`src/rtl/cfi_resp_pkg.sv`:
```
package cfi_resp_pkg;

  localparam int CFI_TBL_LEN = 'h52;

  typedef enum logic {
    QRY_ID  = 1'b0,
    QRY_CFI = 1'b1
  } qry_mode_e;

  // Fixed query table; entries not listed read as zero.
  function automatic logic [7:0] cfi_tbl_byte(input logic [6:0] i);
    case (i)
      7'h10:   return 8'h51;
      7'h11:   return 8'h52;
      7'h12:   return 8'h59;
      7'h13:   return 8'h01;
      default: return 8'h00;
    endcase
  endfunction

  function automatic int unsigned size_bytes(input logic [1:0] s);
    case (s)
      2'd0:    return 1;
      2'd1:    return 2;
      default: return 4;
    endcase
  endfunction

  function automatic logic [31:0] size_mask(input logic [1:0] s);
    case (s)
      2'd0:    return 32'h0000_00FF;
      2'd1:    return 32'h0000_FFFF;
      default: return 32'hFFFF_FFFF;
    endcase
  endfunction

  function automatic int unsigned log2w(input int unsigned w);
    return (w >= 4) ? 2 : ((w == 2) ? 1 : 0);
  endfunction

endpackage

```
`src/rtl/cfi_index_norm.sv`:
```
module cfi_index_norm #(
  parameter int OFS_W  = 12,
  parameter int BANK_W = 2,
  parameter int SHIFT  = 2,
  parameter int CHUNK  = 0
) (
  input  logic [OFS_W-1:0] offset,
  output logic [OFS_W-1:0] idx
);
  localparam logic [OFS_W-1:0] STEP = OFS_W'(CHUNK * BANK_W);

  logic [OFS_W-1:0] chunk_ofs;

  assign chunk_ofs = offset + STEP;
  assign idx       = chunk_ofs >> SHIFT;
endmodule

```
`src/rtl/cfi_device_word.sv`:
```
module cfi_device_word
  import cfi_resp_pkg::*;
#(
  parameter int          OFS_W  = 12,
  parameter int          BANK_W = 2,
  parameter int          DEV_W  = 1,
  parameter int          MAX_W  = 2,
  parameter logic [15:0] MFR_ID = 16'h0089,
  parameter logic [15:0] DEV_ID = 16'h0018
) (
  input  logic [OFS_W-1:0]   idx,
  input  logic               mode,
  output logic [DEV_W*8-1:0] dev_lane,
  output logic               cfi_oob
);
  localparam int                DEVB     = DEV_W * 8;
  localparam logic [DEVB-1:0] MFR_LANE = DEVB'(MFR_ID);
  localparam logic [DEVB-1:0] DEV_LANE = DEVB'(DEV_ID);

  logic [7:0]      tbyte;
  logic [DEVB-1:0] cfi_lane;
  logic [DEVB-1:0] id_lane;

  assign cfi_oob = (32'(idx) >= 32'(CFI_TBL_LEN));
  assign tbyte   = cfi_oob ? 8'h00 : cfi_tbl_byte(idx[6:0]);

  generate
    if (DEV_W == MAX_W) begin : g_native
      assign cfi_lane = DEVB'(tbyte);
    end else if (DEV_W == 1 && BANK_W <= 4) begin : g_narrow
      // Byte mode of a wider part: the byte repeats over the wide width,
      // and the one-byte lane keeps a single copy.
      assign cfi_lane = tbyte;
    end else begin : g_unsup
      assign cfi_lane = '0;
    end
  endgenerate

  always_comb begin
    case (idx[7:0])
      8'd0:    id_lane = MFR_LANE;
      8'd1:    id_lane = DEV_LANE;
      default: id_lane = '0;
    endcase
  end

  assign dev_lane = (qry_mode_e'(mode) == QRY_CFI) ? cfi_lane : id_lane;
endmodule

```
`src/rtl/cfi_bank_replicate.sv`:
```
module cfi_bank_replicate #(
  parameter int BANK_W = 2,
  parameter int DEV_W  = 1
) (
  input  logic [DEV_W*8-1:0]  dev_lane,
  output logic [BANK_W*8-1:0] bank_word
);
  localparam int DEVB  = DEV_W * 8;
  localparam int SLOTS = BANK_W / DEV_W;

  generate
    for (genvar s = 0; s < SLOTS; s++) begin : g_slot
      assign bank_word[s*DEVB +: DEVB] = dev_lane;
    end
  endgenerate
endmodule

```
`src/rtl/cfi_id_responder.sv`:
```
module cfi_id_responder
  import cfi_resp_pkg::*;
#(
  parameter int          BANK_W = 2,
  parameter int          DEV_W  = 1,
  parameter int          MAX_W  = 2,
  parameter int          OFS_W  = 12,
  parameter logic [15:0] MFR_ID = 16'h0089,
  parameter logic [15:0] DEV_ID = 16'h0018
) (
  input  logic             clk,
  input  logic             rst_n,
  input  logic             req_valid,
  input  logic             req_mode,
  input  logic [1:0]       req_size,
  input  logic [OFS_W-1:0] req_offset,
  output logic             rsp_valid,
  output logic [31:0]      rsp_data
);
  localparam int DATA_W = 32;
  localparam int BANKB  = BANK_W * 8;
  localparam int DEVB   = DEV_W * 8;
  localparam int NCHUNK = DATA_W / BANKB;
  localparam int SHIFT  = int'(log2w(BANK_W) + log2w(MAX_W)) - int'(log2w(DEV_W));

  logic [NCHUNK-1:0][OFS_W-1:0] chunk_idx;
  logic [NCHUNK-1:0]            chunk_oob;
  logic [NCHUNK-1:0][DEVB-1:0]  chunk_lane;
  logic [DATA_W-1:0]            wide_word;
  logic [DATA_W-1:0]            next_data;

  // Named taps for the checker.
  logic [OFS_W-1:0] lookup_idx0;
  logic             lookup_oob0;

  generate
    for (genvar k = 0; k < NCHUNK; k++) begin : g_chunk
      cfi_index_norm #(
        .OFS_W (OFS_W),
        .BANK_W(BANK_W),
        .SHIFT (SHIFT),
        .CHUNK (k)
      ) u_norm (
        .offset(req_offset),
        .idx   (chunk_idx[k])
      );

      cfi_device_word #(
        .OFS_W (OFS_W),
        .BANK_W(BANK_W),
        .DEV_W (DEV_W),
        .MAX_W (MAX_W),
        .MFR_ID(MFR_ID),
        .DEV_ID(DEV_ID)
      ) u_dev (
        .idx     (chunk_idx[k]),
        .mode    (req_mode),
        .dev_lane(chunk_lane[k]),
        .cfi_oob (chunk_oob[k])
      );

      cfi_bank_replicate #(
        .BANK_W(BANK_W),
        .DEV_W (DEV_W)
      ) u_rep (
        .dev_lane (chunk_lane[k]),
        .bank_word(wide_word[k*BANKB +: BANKB])
      );
    end
  endgenerate

  assign lookup_idx0 = chunk_idx[0];
  assign lookup_oob0 = chunk_oob[0];
  assign next_data   = wide_word & size_mask(req_size);

  always_ff @(posedge clk or negedge rst_n) begin
    if (!rst_n) begin
      rsp_valid <= 1'b0;
      rsp_data  <= '0;
    end else begin
      rsp_valid <= req_valid;
      if (req_valid) begin
        rsp_data <= next_data;
      end
    end
  end
endmodule

```
`config.mk`:
```
export PLATFORM = sky130hd
export DESIGN_NAME = cfi_id_responder
export DESIGN_NICKNAME = d
export VERILOG_FILES = /design/src/rtl/cfi_resp_pkg.sv /design/src/rtl/cfi_index_norm.sv /design/src/rtl/cfi_device_word.sv /design/src/rtl/cfi_bank_replicate.sv /design/src/rtl/cfi_id_responder.sv
export SDC_FILE = /design/constraint.sdc
export NUM_CORES = 1
export LEC_CHECK = 0
export BUFFER_PORTS_ARGS = -buffer_cell sky130_fd_sc_hd__clkbuf_2
export CORE_MARGIN = 2
export CORE_UTILIZATION = 45
export DETAILED_ROUTE_END_ITERATION = 12
export PLACE_DENSITY = 0.76
export SLEW_MARGIN = 20
export SYNTH_ARGS = -nofsm -noshare
export SYNTH_HDL_FRONTEND = slang
export SYNTH_SLANG_ARGS = --single-unit
```
`constraint.sdc`:
```
create_clock -name clk -period 1.5 [get_ports clk]
set_input_delay 0.3 -clock clk [delete_from_list [all_inputs] [get_ports clk]]
set_output_delay 0.3 -clock clk [all_outputs]
set_load 0.01 [all_outputs]
```
==> results of run 1 <==
state kept, by name, summed over array words and instances, names as in the netlist:
register,flops
rsp_data,18
rsp_valid,1
per-stage QoR:
step	power [W]	utilization, %	hold slack (ns)
after global placement	0.000734	63.4	0.255
after detailed placement	0.000739	63.4	0.277
after global routing	0.00109	69.2	0.292
final	0.00104	69.2	0.300
after CTS	0.00103	67.0	0.302
after floorplan	0.000643	-	0.00441
cell families (layout without fill, tap and decap cells):
group | after synthesis | after routing | share of synthesized area [%]
and+or+nand+nor | 44 | 44 | 20.4
xor gates and xnor gates | 4 | 4 | 2.84
adders and majority gates | 1 | 1 | 1.02
AOI/OAI and AO/OA | 32 | 32 | 21.4
other | 1 | 8 | 0.304
DFF | 19 | 19 | 38.6
buffers and inverters | 30 | 83 | 14.6
muxes | 1 | 1 | 0.812
final timing paths:
check                               from           end
max in group asynchronous          rst_n  rsp_data[15]
max                        req_offset[1]  rsp_data[27]
min reg2reg                  rsp_data[1]   rsp_data[1]
min in group asynchronous          rst_n  rsp_data[24]
min                        req_offset[2]  rsp_data[23]
max reg2reg                 rsp_data[27]  rsp_data[27]
synthesized netlist by cell type:
library cell,instances
buf_4,18
nor4_1,4
or4b_1,1
mux2i_1,1
nand2_1,13
a221oi_2,1
nand4_2,1
dfrtp_1,19
nor2_1,6
clkbuf_1,1
xor2_1,1
and4_2,1
xnor2_1,3
and3_1,1
and2_1,1
o21bai_1,1
o2111ai_1,4
o2bb2ai_1,8
and2b_1,1
and2_2,1
a211oi_1,1
nor4b_1,1
inv_1,11
nand3_1,4
ha_1,1
o31a_1,1
o32ai_1,3
a31oi_1,1
conb_1,1
nand4_1,2
a22o_1,1
o311ai_2,1
or4_1,3
or3_1,1
nand3_2,1
a21o_1,2
o221ai_1,2
nand2b_1,1
nand4b_1,1
a21oi_1,1
o21ai_1,5
power by group through the flow:
stage | Combinational, W | Clock [W] | Sequential (W)
after global routing | 0.000260 | 0.000317 | 0.000516
after CTS | 0.000226 | 0.000293 | 0.000516
after detailed placement | 0.000214 | 0 | 0.000525
after global placement | 0.000208 | 0 | 0.000525
after floorplan | 0.000116 | 0 | 0.000527
final | 0.000239 | 0.000285 | 0.000516
layout make-up:
class                           count  area [um^2]  area share [%]
Tap cell                           30         37.5            2.13
Timing Repair Buffer               68          449            25.5
Clock buffer                        3         22.5            1.28
Inverter                           11         41.3            2.35
Multi-Input combinational cell     90          727            41.3
Sequential cell                    19          475            27.0
Clock inverter                      1         7.51           0.426
critical path: stages:
cell and delay, ns:
buf_8 0.08, ha_4 0.13, nand4_4 0.07, or4b_4 0.54
a221oi_4 0.30, nand3_4 0.14, o311ai_2 0.22
routing by layer:
| metal | up-vias | global-route usage (%) |
|---|---|---|
| met5 | - | 0 |
| met4 | 0 | 3.74 |
| met3 | 4 | 4.15 |
| met2 | 57 | 36.6 |
| met1 | 612 | 26.9 |
| li1 | 584 | - |
what timing repair did:
action | in CTS | in global routing
cloned | 0 | 0
hold endpoints to repair | 19 | 0
endpoints found under the setup margin | 5 | 7
buffers inserted | 1 | 0
pin swaps | 4 | 2
resized for setup | 6 | 10
hold buffers | 1 | 0
==> summary.md, run 1 <==
| Metric | Value |
|---|---|
| Synthesized area | `1230 um^2` |
| Area contributors post-synth | `dfrtp_1, buf_4, o2bb2ai_1, nand2_1, inv_1` |
| Layout cells sized above 1 | `47.4%` |
| Fmax | `639 MHz` |
| Power Dens Cells | `591 nW/um^2` |
| Final Setup Violations | `2` |
| Yosys warnings | `0` |
| Area grow syn2layout | `42.8%` |
| Status | `finished, violations left` |
| Chip Width | `56.3 um` |
| Psw | `~0.00032 W` |
| Comb pwr share | `23.0%` |
| CTS H-tree lvls | `1` |
| Total GRT Usage | `between 20% and 30%` |
| DRT Wirelength | `approximately 3400 um` |
| DRT Pass-1 Iters | `4` |
| DR vias/cell | `5.66` |
| R2R depth | `2` |
| Failing checks | `negative setup slack` |
| Fin worst setup slack | `-0.0651 ns` |
| Met3 WL | `200 um` |
| Unrepaired setup endpoints after global routing | `true` |
| Placed Area | `1610 um^2` |
| Routed met2 length | `1820 um` |
| DR vias | `1,257` |
| RD Place Congestion | `0.924` |
| Slew Limit Fails | `0` |
| # placed instances | `~220` |
| Row cnt | `18` |
| CTS tree | `built` |
| Die ar. | `3170 um^2` |
| Hold WC Path Type | `primary input to flip-flop` |
| Cell Int Power | `0.000718 W` |
| PortBufs | `41` |
| WS Path Type | `primary input to flip-flop` |
| Core area | `2540 um^2` |
| Sw Share | `approximately 30%` |
| Routed Antenna Nets | `0` |
| Hold Violations, Final | `0` |
| Min cycle time layout | `1.57 ns` |
| Initial antenna violation count | `0` |
| Ant diodes | `0` |
| Max_cap viols | `0` |
| Clock power share | `approximately 27%` |
| DP HPWL | `2560 um` |
| WP data arrival | `between 1.5 and 2 ns` |
| Top Layer Used | `met4` |
| Met1 wire length | `1390 um` |
| FILL cells | `194` |
| Setup crit end kind | `flip-flop` |
| Gate Count Post-Synth | `132` |
| CTS clk-pin slew, worst paths | `~0.13 ns` |
| Final std cells w/o fill | `between 200 and 250` |
| Total I/O pin count | `51` |
| WP data required | `1.73 ns` |
| Fin Setup TNS | `-0.0974 ns` |
| Netlist cell types | `41` |
| Max VDD drop | `0.508 mV` |
| TritonCTS Buffers | `3` |
| Hold Crit Depth | `3` |
| Die H | `between 50 and 60 um` |
| Flip-flop and latch count after synthesis | `19` |
| DRC viols | `0` |
| Number of global-route vias before repair | `1,206` |
| Fin area | `1760 um^2` |
| Commonest non-fill, non-tap cell in the layout | `clkbuf_2` |
| Nets | `212` |
| CTS sink cnt | `19` |
| Seq/Total Area, Yosys | `38.6%` |
| Seq pwr share | `49.6%` |
| Leak | `0.832 nW` |
| Largest net degree at the start of global routing | `20` |
| Worst reg-to-reg setup slack | `between 0.7 and 0.8 ns` |
| Clk root buf | `clkbuf_4` |
| Tcrit/Tclk final | `104%` |
| First-pass GRT wire length | `5380 um` |
| Critical Path Fanout Max | `4` |
| CTS max path bufs | `2` |
| Avg Inst Size Synth | `9.34 um^2` |
| DR iter-0 viols | `22` |
| Drt wl/cell | `15.4 um` |
| Critical Path Start Type | `primary input` |
| Yosys top cell by area | `dfrtp_1` |
| GRT overflow | `0` |
| Top-area cell type share of the netlist area | `approximately 39%` |
| Clk Latency, worst-skew pair | `0.30 ns` |
| Clk_skew | `0 ns` |
| Initial Util | `between 40 and 50%` |
| Pre-CTS setup slack | `-0.497 ns` |
| Most frequent cells in the layout | `clkbuf_2, buf_4, dfrtp_1, nand2_1, inv_1` |
Power figures use the tool's default switching activity.
==> inputs of run 2 (changes only) <==
==> constraint.sdc (replaced) <==
create_clock -name clk -period 2 [get_ports clk]
set_input_delay 0.4 -clock clk [delete_from_list [all_inputs] [get_ports clk]]
set_output_delay 0.4 -clock clk [all_outputs]
set_load 0.01 [all_outputs]
==> summary.md, run 2 (same netlist as run 1, synthesis figures left out) <==
| Metric | Value |
|---|---|
| Initial Util | `48.4% (unchanged)` |
| Hold WC Path Type | `primary input to async pin (was primary input to flip-flop)` |
| WS Path Type | `primary input to flip-flop (unchanged)` |
| RD Place Congestion | `0.841 (was 0.924)` |
| Most frequent cells in the layout | `clkbuf_2, buf_4, dfrtp_1, nand2_1, inv_1 (unchanged)` |
| R2R depth | `1 (was 2)` |
| Total GRT Usage | `19.7% (was 20.9%)` |
| Critical Path Fanout Max | `4 (unchanged)` |
| Biggest register | `rsp_data (unchanged)` |
| Final std cells w/o fill | `214 (was 222)` |
| Fin Hold WS | `0.0305 ns (was 0.300 ns)` |
| CTS max path bufs | `2 (unchanged)` |
| DRC viols | `0 (unchanged)` |
| Setup crit end kind | `flip-flop (unchanged)` |
| Drt wl/cell | `13.9 um (was 15.4 um)` |
| Hold Violations, Final | `0 (unchanged)` |
| DRT Pass-1 Iters | `4 (unchanged)` |
| Ant diodes | `0 (unchanged)` |
| Nets | `204 (was 212)` |
| CTS tree | `built (unchanged)` |
| # placed instances | `210 (was 216)` |
| DP HPWL | `2380 um (was 2560 um)` |
| CTS H-tree lvls | `1 (unchanged)` |
| Die H | `56.3 um (unchanged)` |
| DR vias | `1,208 (was 1,257)` |
| Area grow syn2layout | `26.0% (was 42.8%)` |
| WP data required | `2.21 ns (was 1.73 ns)` |
| Die ar. | `3170 um^2 (unchanged)` |
| GRT overflow | `0 (unchanged)` |
| CTS sink cnt | `19 (unchanged)` |
| Final Setup Violations | `0 (was 2)` |
| DRT Wirelength | `2970 um (was 3420 um)` |
| Clk_skew | `0 ns (unchanged)` |
| Layout cells sized above 1 | `38.0% (was 47.4%)` |
| Min cycle time layout | `1.75 ns` |
| CTS clk-pin slew, worst paths | `0.11 ns (was 0.13 ns)` |
| DR iter-0 viols | `17 (was 22)` |
| Chip Width | `56.3 um (unchanged)` |
| Max_cap viols | `0 (unchanged)` |
| Largest net degree at the start of global routing | `20 (unchanged)` |
| TritonCTS Buffers | `3 (unchanged)` |
| Unrepaired setup endpoints after global routing | `false (was true)` |
| Post-cts gate resize count | `0 (was 6)` |
| Max VDD drop | `0.448 mV (was 0.508 mV)` |
| WP data arrival | `1.96 ns (was 1.79 ns)` |
| Power Total | `0.000728 W (was 0.00104 W)` |
| PortBufs | `41 (unchanged)` |
| Fmax | `572 MHz` |
| Biggest regs | `rsp_data: 18 flops, rsp_valid: 1 flops (unchanged)` |
| Leak | `0.758 nW (was 0.832 nW)` |
| Total I/O pin count | `51 (unchanged)` |
| First-pass GRT wire length | `5000 um (was 5380 um)` |
| Largest register FFs | `18 (unchanged)` |
| Power Dens Cells | `469 nW/um^2 (was 591 nW/um^2)` |
| Status | `completed (was finished, violations left)` |
| Post-CTS Setup Inserts | `0 (was 1)` |
| Initial antenna violation count | `0 (unchanged)` |
| Worst r2r dst | `rsp_data[12] (was rsp_data[27])` |
| Row cnt | `18 (unchanged)` |
| Commonest non-fill, non-tap cell in the layout | `clkbuf_2 (unchanged)` |
| Worst reg-to-reg setup slack | `1.27 ns (was 0.78 ns)` |
| Critical Path Start Type | `primary input (unchanged)` |
| Clk root buf | `clkbuf_4 (unchanged)` |
| Tcrit/Tclk final | `between 80% and 90%` |
| FILL cells | `218 (was 194)` |
| DR vias/cell | `5.64 (was 5.66)` |
| Slew Limit Fails | `0 (unchanged)` |
| Number of global-route vias before repair | `1,122 (was 1,206)` |
| Hold-fix buffers, CTS | `0 (was 1)` |
| Core area | `2540 um^2 (unchanged)` |
| Clk Latency, worst-skew pair | `0.29 ns (was 0.30 ns)` |
| Routed Antenna Nets | `0 (unchanged)` |
| Reg-to-reg startpoint | `rsp_data[12] (was rsp_data[27])` |
==> run 2: cell count changes in the layout (fill, tap and decap cells not counted), moves of 2 or more <==
cell | previous run | this run
o2111ai_2 | 2 | 0
o2bb2ai_1 | 6 | 8
buf_8 | 2 | 0
clkbuf_2 | 38 | 41
o2111ai_1 | 2 | 4
o221ai_1 | 0 | 2
o221ai_2 | 2 | 0
o2bb2ai_2 | 2 | 0
o32ai_1 | 1 | 3
o32ai_2 | 2 | 0
buf_4 | 25 | 19
==> run 2: layout make-up <==
cell class	instances	area [um^2]	share of cell area (%)
Clock buffer	4	26.3	1.69
Inverter	11	41.3	2.66
Multi-Input combinational cell	90	624	40.2
Sequential cell	19	475	30.6
Tap cell	30	37.5	2.42
Timing Repair Buffer	60	348	22.4
==> run 2: worst max-delay path by stage <==
stage / cells after the start / end / slack (ns) / startpoint
detailed placement: 7 / rsp_data[27] / -0.05 / req_offset[1]
floorplan: 7 / rsp_data[27] / 0.03 / req_offset[1]
global route: 7 / rsp_data[27] / 0.17 / req_offset[1]
finish: 7 / rsp_data[27] / 0.25 / req_offset[1]
CTS: 7 / rsp_data[27] / 0.24 / req_offset[1]
global placement: 7 / rsp_data[27] / -0.03 / req_offset[1]
==> run 2: metrics by stage <==
stage | setup TNS, ns | cell area (um^2) | util [%] | worst slack, ns
6_report | 0 | 1550 | 61.0 | 0.253
5_1_grt | 0 | 1550 | 61.0 | 0.166
4_1_cts | 0 | 1550 | 61.0 | 0.244
3_5_place_dp | -0.0613 | 1530 | 60.0 | -0.0541
3_3_place_gp | -0.0308 | 1530 | 60.0 | -0.0308
2_1_floorplan | 0 | 1280 | - | 0.0326
==> run 2: report_power, final <==
part | switching (W) | internal [W] | total (W)
combinational | 0.0000875 | 0.0000592 | 0.000147
clock | 0.000117 | 0.0000777 | 0.000195
sequential | 0.000000768 | 0.000386 | 0.000387
==> run 2: routing by layer <==
layer  track usage, %  vias up  wire length, um
li1                 -      571                -
met1             23.6      583             1220
met2             34.8       50             1520
met3             5.99        4              205
met4             3.74        0               23
met5                0        -                0
==> run 2: worst max-delay path, stage by stage <==
cell and delay [ns]:
clkbuf_2 0.12, ha_4 0.15, nand4_4 0.07, or4b_1 0.53
a221oi_2 0.31, nand3_2 0.16, o311ai_2 0.23
==> inputs of run 3 (changes only) <==
--- a/config.mk
+++ b/config.mk
@@ -7,9 +7,8 @@
 export LEC_CHECK = 0
 export BUFFER_PORTS_ARGS = -buffer_cell sky130_fd_sc_hd__clkbuf_2
 export CORE_MARGIN = 2
-export CORE_UTILIZATION = 45
+export CORE_UTILIZATION = 25
 export DETAILED_ROUTE_END_ITERATION = 12
-export PLACE_DENSITY = 0.76
 export SLEW_MARGIN = 20
 export SYNTH_ARGS = -nofsm -noshare
 export SYNTH_HDL_FRONTEND = slang
==> constraint.sdc (replaced) <==
create_clock -name clk -period 1.51 [get_ports clk]
set_input_delay 0.302 -clock clk [delete_from_list [all_inputs] [get_ports clk]]
set_output_delay 0.302 -clock clk [all_outputs]
set_load 0.01 [all_outputs]
==> summary.md, run 3 (same netlist as run 1, synthesis figures left out) <==
| Metric | Value |
|---|---|
| Biggest register | `rsp_data (unchanged)` |
| CP cell instances | `buf_8 > ha_4 > nand4_4 > or4b_4 > a221oi_4 > nand3_4 > o311ai_2 (was clkbuf_2 > ha_4 > nand4_4 > or4b_1 > a221oi_2 > nand3_2 > o311ai_2)` |
| DR vias | `1,167 (was 1,208)` |
| Tcrit/Tclk final | `111%` |
| Register Area | `475 um^2 (unchanged)` |
| CP delay by family, top | `simple AND/OR/NAND/NOR gates (unchanged)` |
| Largest register FFs | `18 (unchanged)` |
| WP data required | `1.67 ns (was 2.21 ns)` |
| Die ar. | `5510 um^2 (was 3170 um^2)` |
| CP max stage cell | `or4b_4 (was or4b_1)` |
| Failing checks | `negative setup slack` |
| Row cnt | `25 (was 18)` |
| Routed Antenna Nets | `0 (unchanged)` |
| Critical Path Fanout Max | `4 (unchanged)` |
| Slowest stage delay, CP | `0.53 ns (about the same)` |
| Min cycle time layout | `1.67 ns` |
| Multi-input combinational cell area | `749 um^2 (was 624 um^2)` |
| DRC viols | `0 (unchanged)` |
| DR vias/cell | `4.58 (was 5.64)` |
| Leak | `0.823 nW (was 0.758 nW)` |
| Fin Setup TNS | `-0.376 ns (was 0 ns)` |
| Clk root buf | `clkbuf_8 (was clkbuf_4)` |
| Critical Path Start Type | `primary input (unchanged)` |
| Buffer and inverter count on the worst path | `1 (unchanged)` |
| Number of global-route vias before repair | `1,080 (was 1,122)` |
| Die H | `74.2 um (was 56.3 um)` |
| Power Dens Cells | `607 nW/um^2 (was 469 nW/um^2)` |
| Total GRT Usage | `11.8% (was 19.7%)` |
| Setup crit end kind | `flip-flop (unchanged)` |
| Fmax | `about 600 MHz` |
| Commonest non-fill, non-tap cell in the layout | `clkbuf_2 (unchanged)` |
| CTS tree | `built (unchanged)` |
| PortBufs | `41 (unchanged)` |
| Layout cells sized above 1 | `47.9% (was 38.0%)` |
| Hold Violations, Final | `0 (unchanged)` |
| TritonCTS Buffers | `3 (unchanged)` |
| Max_cap viols | `0 (unchanged)` |
| Biggest regs | `rsp_data: 18 flops, rsp_valid: 1 flops (unchanged)` |
| First-pass GRT wire length | `5100 um (was 5000 um)` |
| Clk Latency, worst-skew pair | `0.25 ns (was 0.29 ns)` |
| Core area | `4720 um^2 (was 2540 um^2)` |
| Total I/O pin count | `51 (unchanged)` |
| Final Setup Violations | `5 (was 0)` |
| Hold WC Path Type | `primary input to flip-flop (was primary input to async pin)` |
| Status | `finished, violations left (was completed)` |
| Ant diodes | `0 (unchanged)` |
| CTS max path bufs | `2 (unchanged)` |
| WS Path Type | `primary input to flip-flop (unchanged)` |
| DRT Wirelength | `3340 um (was 2970 um)` |
| DP HPWL | `2560 um (was 2380 um)` |
| Slew Limit Fails | `0 (unchanged)` |
| Drt wl/cell | `13.1 um (was 13.9 um)` |
| DRT Pass-1 Iters | `4 (unchanged)` |
| Nets | `208 (was 204)` |
| Post-CTS Setup Inserts | `0 (unchanged)` |
| Initial antenna violation count | `0 (unchanged)` |
| Clk_skew | `0 ns (unchanged)` |
| DR iter-0 viols | `57 (was 17)` |
| Max VDD drop | `0.262 mV (was 0.448 mV)` |
| Largest net degree at the start of global routing | `20 (unchanged)` |
| GRT overflow | `0 (unchanged)` |
| Initial Util | `26.1% (was 48.4%)` |
| Fin worst setup slack | `-0.160 ns (was 0.253 ns)` |
| CTS clk-pin slew, worst paths | `0.07 ns (was 0.11 ns)` |
| FILL cells | `463 (was 218)` |
| CTS H-tree lvls | `1 (unchanged)` |
| CTS sink cnt | `19 (unchanged)` |
| Pre-CTS setup slack | `-0.461 ns (was -0.0541 ns)` |
| Area grow syn2layout | `45.7% (was 26.0%)` |
| Unrepaired setup endpoints after global routing | `true (was false)` |
| Power Total | `0.00109 W (was 0.000728 W)` |
| Most frequent cells in the layout | `clkbuf_2, buf_4, dfrtp_1, nand2_1, inv_1 (unchanged)` |
| RD Place Congestion | `0.880 (was 0.841)` |
| Chip Width | `74.2 um (was 56.3 um)` |
| WP data arrival | `1.83 ns (was 1.96 ns)` |
## run 3: metal layers
layer	track usage [%]	vias up	routed length, um
met1	15.5	554	1410
met5	0	-	0
met3	3.39	4	179
li1	-	578	-
met2	19.9	31	1730
met4	1.79	0	21
## run 3: power by group
group          internal [W]  total [W]  switching [W]
logic             0.0000942   0.000230       0.000136
clock network      0.000187   0.000348       0.000161
registers          0.000511   0.000512     0.00000104
total              0.000793    0.00109       0.000297
## run 3: timing repair
action | in CTS | in global routing
hold buffers | 1 | 0
hold endpoints to repair | 9 | 0
endpoints found under the setup margin | 8 | 12
gates resized for setup | 6 | 13
pin swaps | 6 | 5
## run 3: metrics by stage
stage / area, um^2 / cells / util, % / hold slack [ns]
final: 1800 / 255 / 38.0 / 0.379
after global routing: 1800 / 255 / 38.0 / 0.378
after CTS: 1720 / 255 / 36.5 / 0.381
after floorplan: 1320 / 139 / - / 0.00641
after detailed placement: 1620 / 250 / 34.4 / 0.276
after global placement: 1620 / 250 / 34.4 / 0.274
## run 3: cell type report
class                   count  area share [%]
clock buffers               4            2.51
inverters                  11            2.30
multi-input cells          90            41.7
flip-flops and latches     19            26.5
well taps                  67            4.67
repair buffers             64            22.3
## run 3: final timing paths
check | start | endpoint | slack (ns) | depth (start not counted)
max in group asynchronous | rst_n | rsp_data[15] | 0.66 | 2
worst min-delay path | req_valid | rsp_valid | 0.38 | 2
worst min register to register | rsp_data[4] | rsp_data[4] | 0.49 | 1
worst max register to register | rsp_data[12] | rsp_data[12] | 0.79 | 1
min in group asynchronous | rst_n | rsp_data[0] | 0.54 | 2
worst max-delay path | req_offset[1] | rsp_data[27] | -0.16 | 7
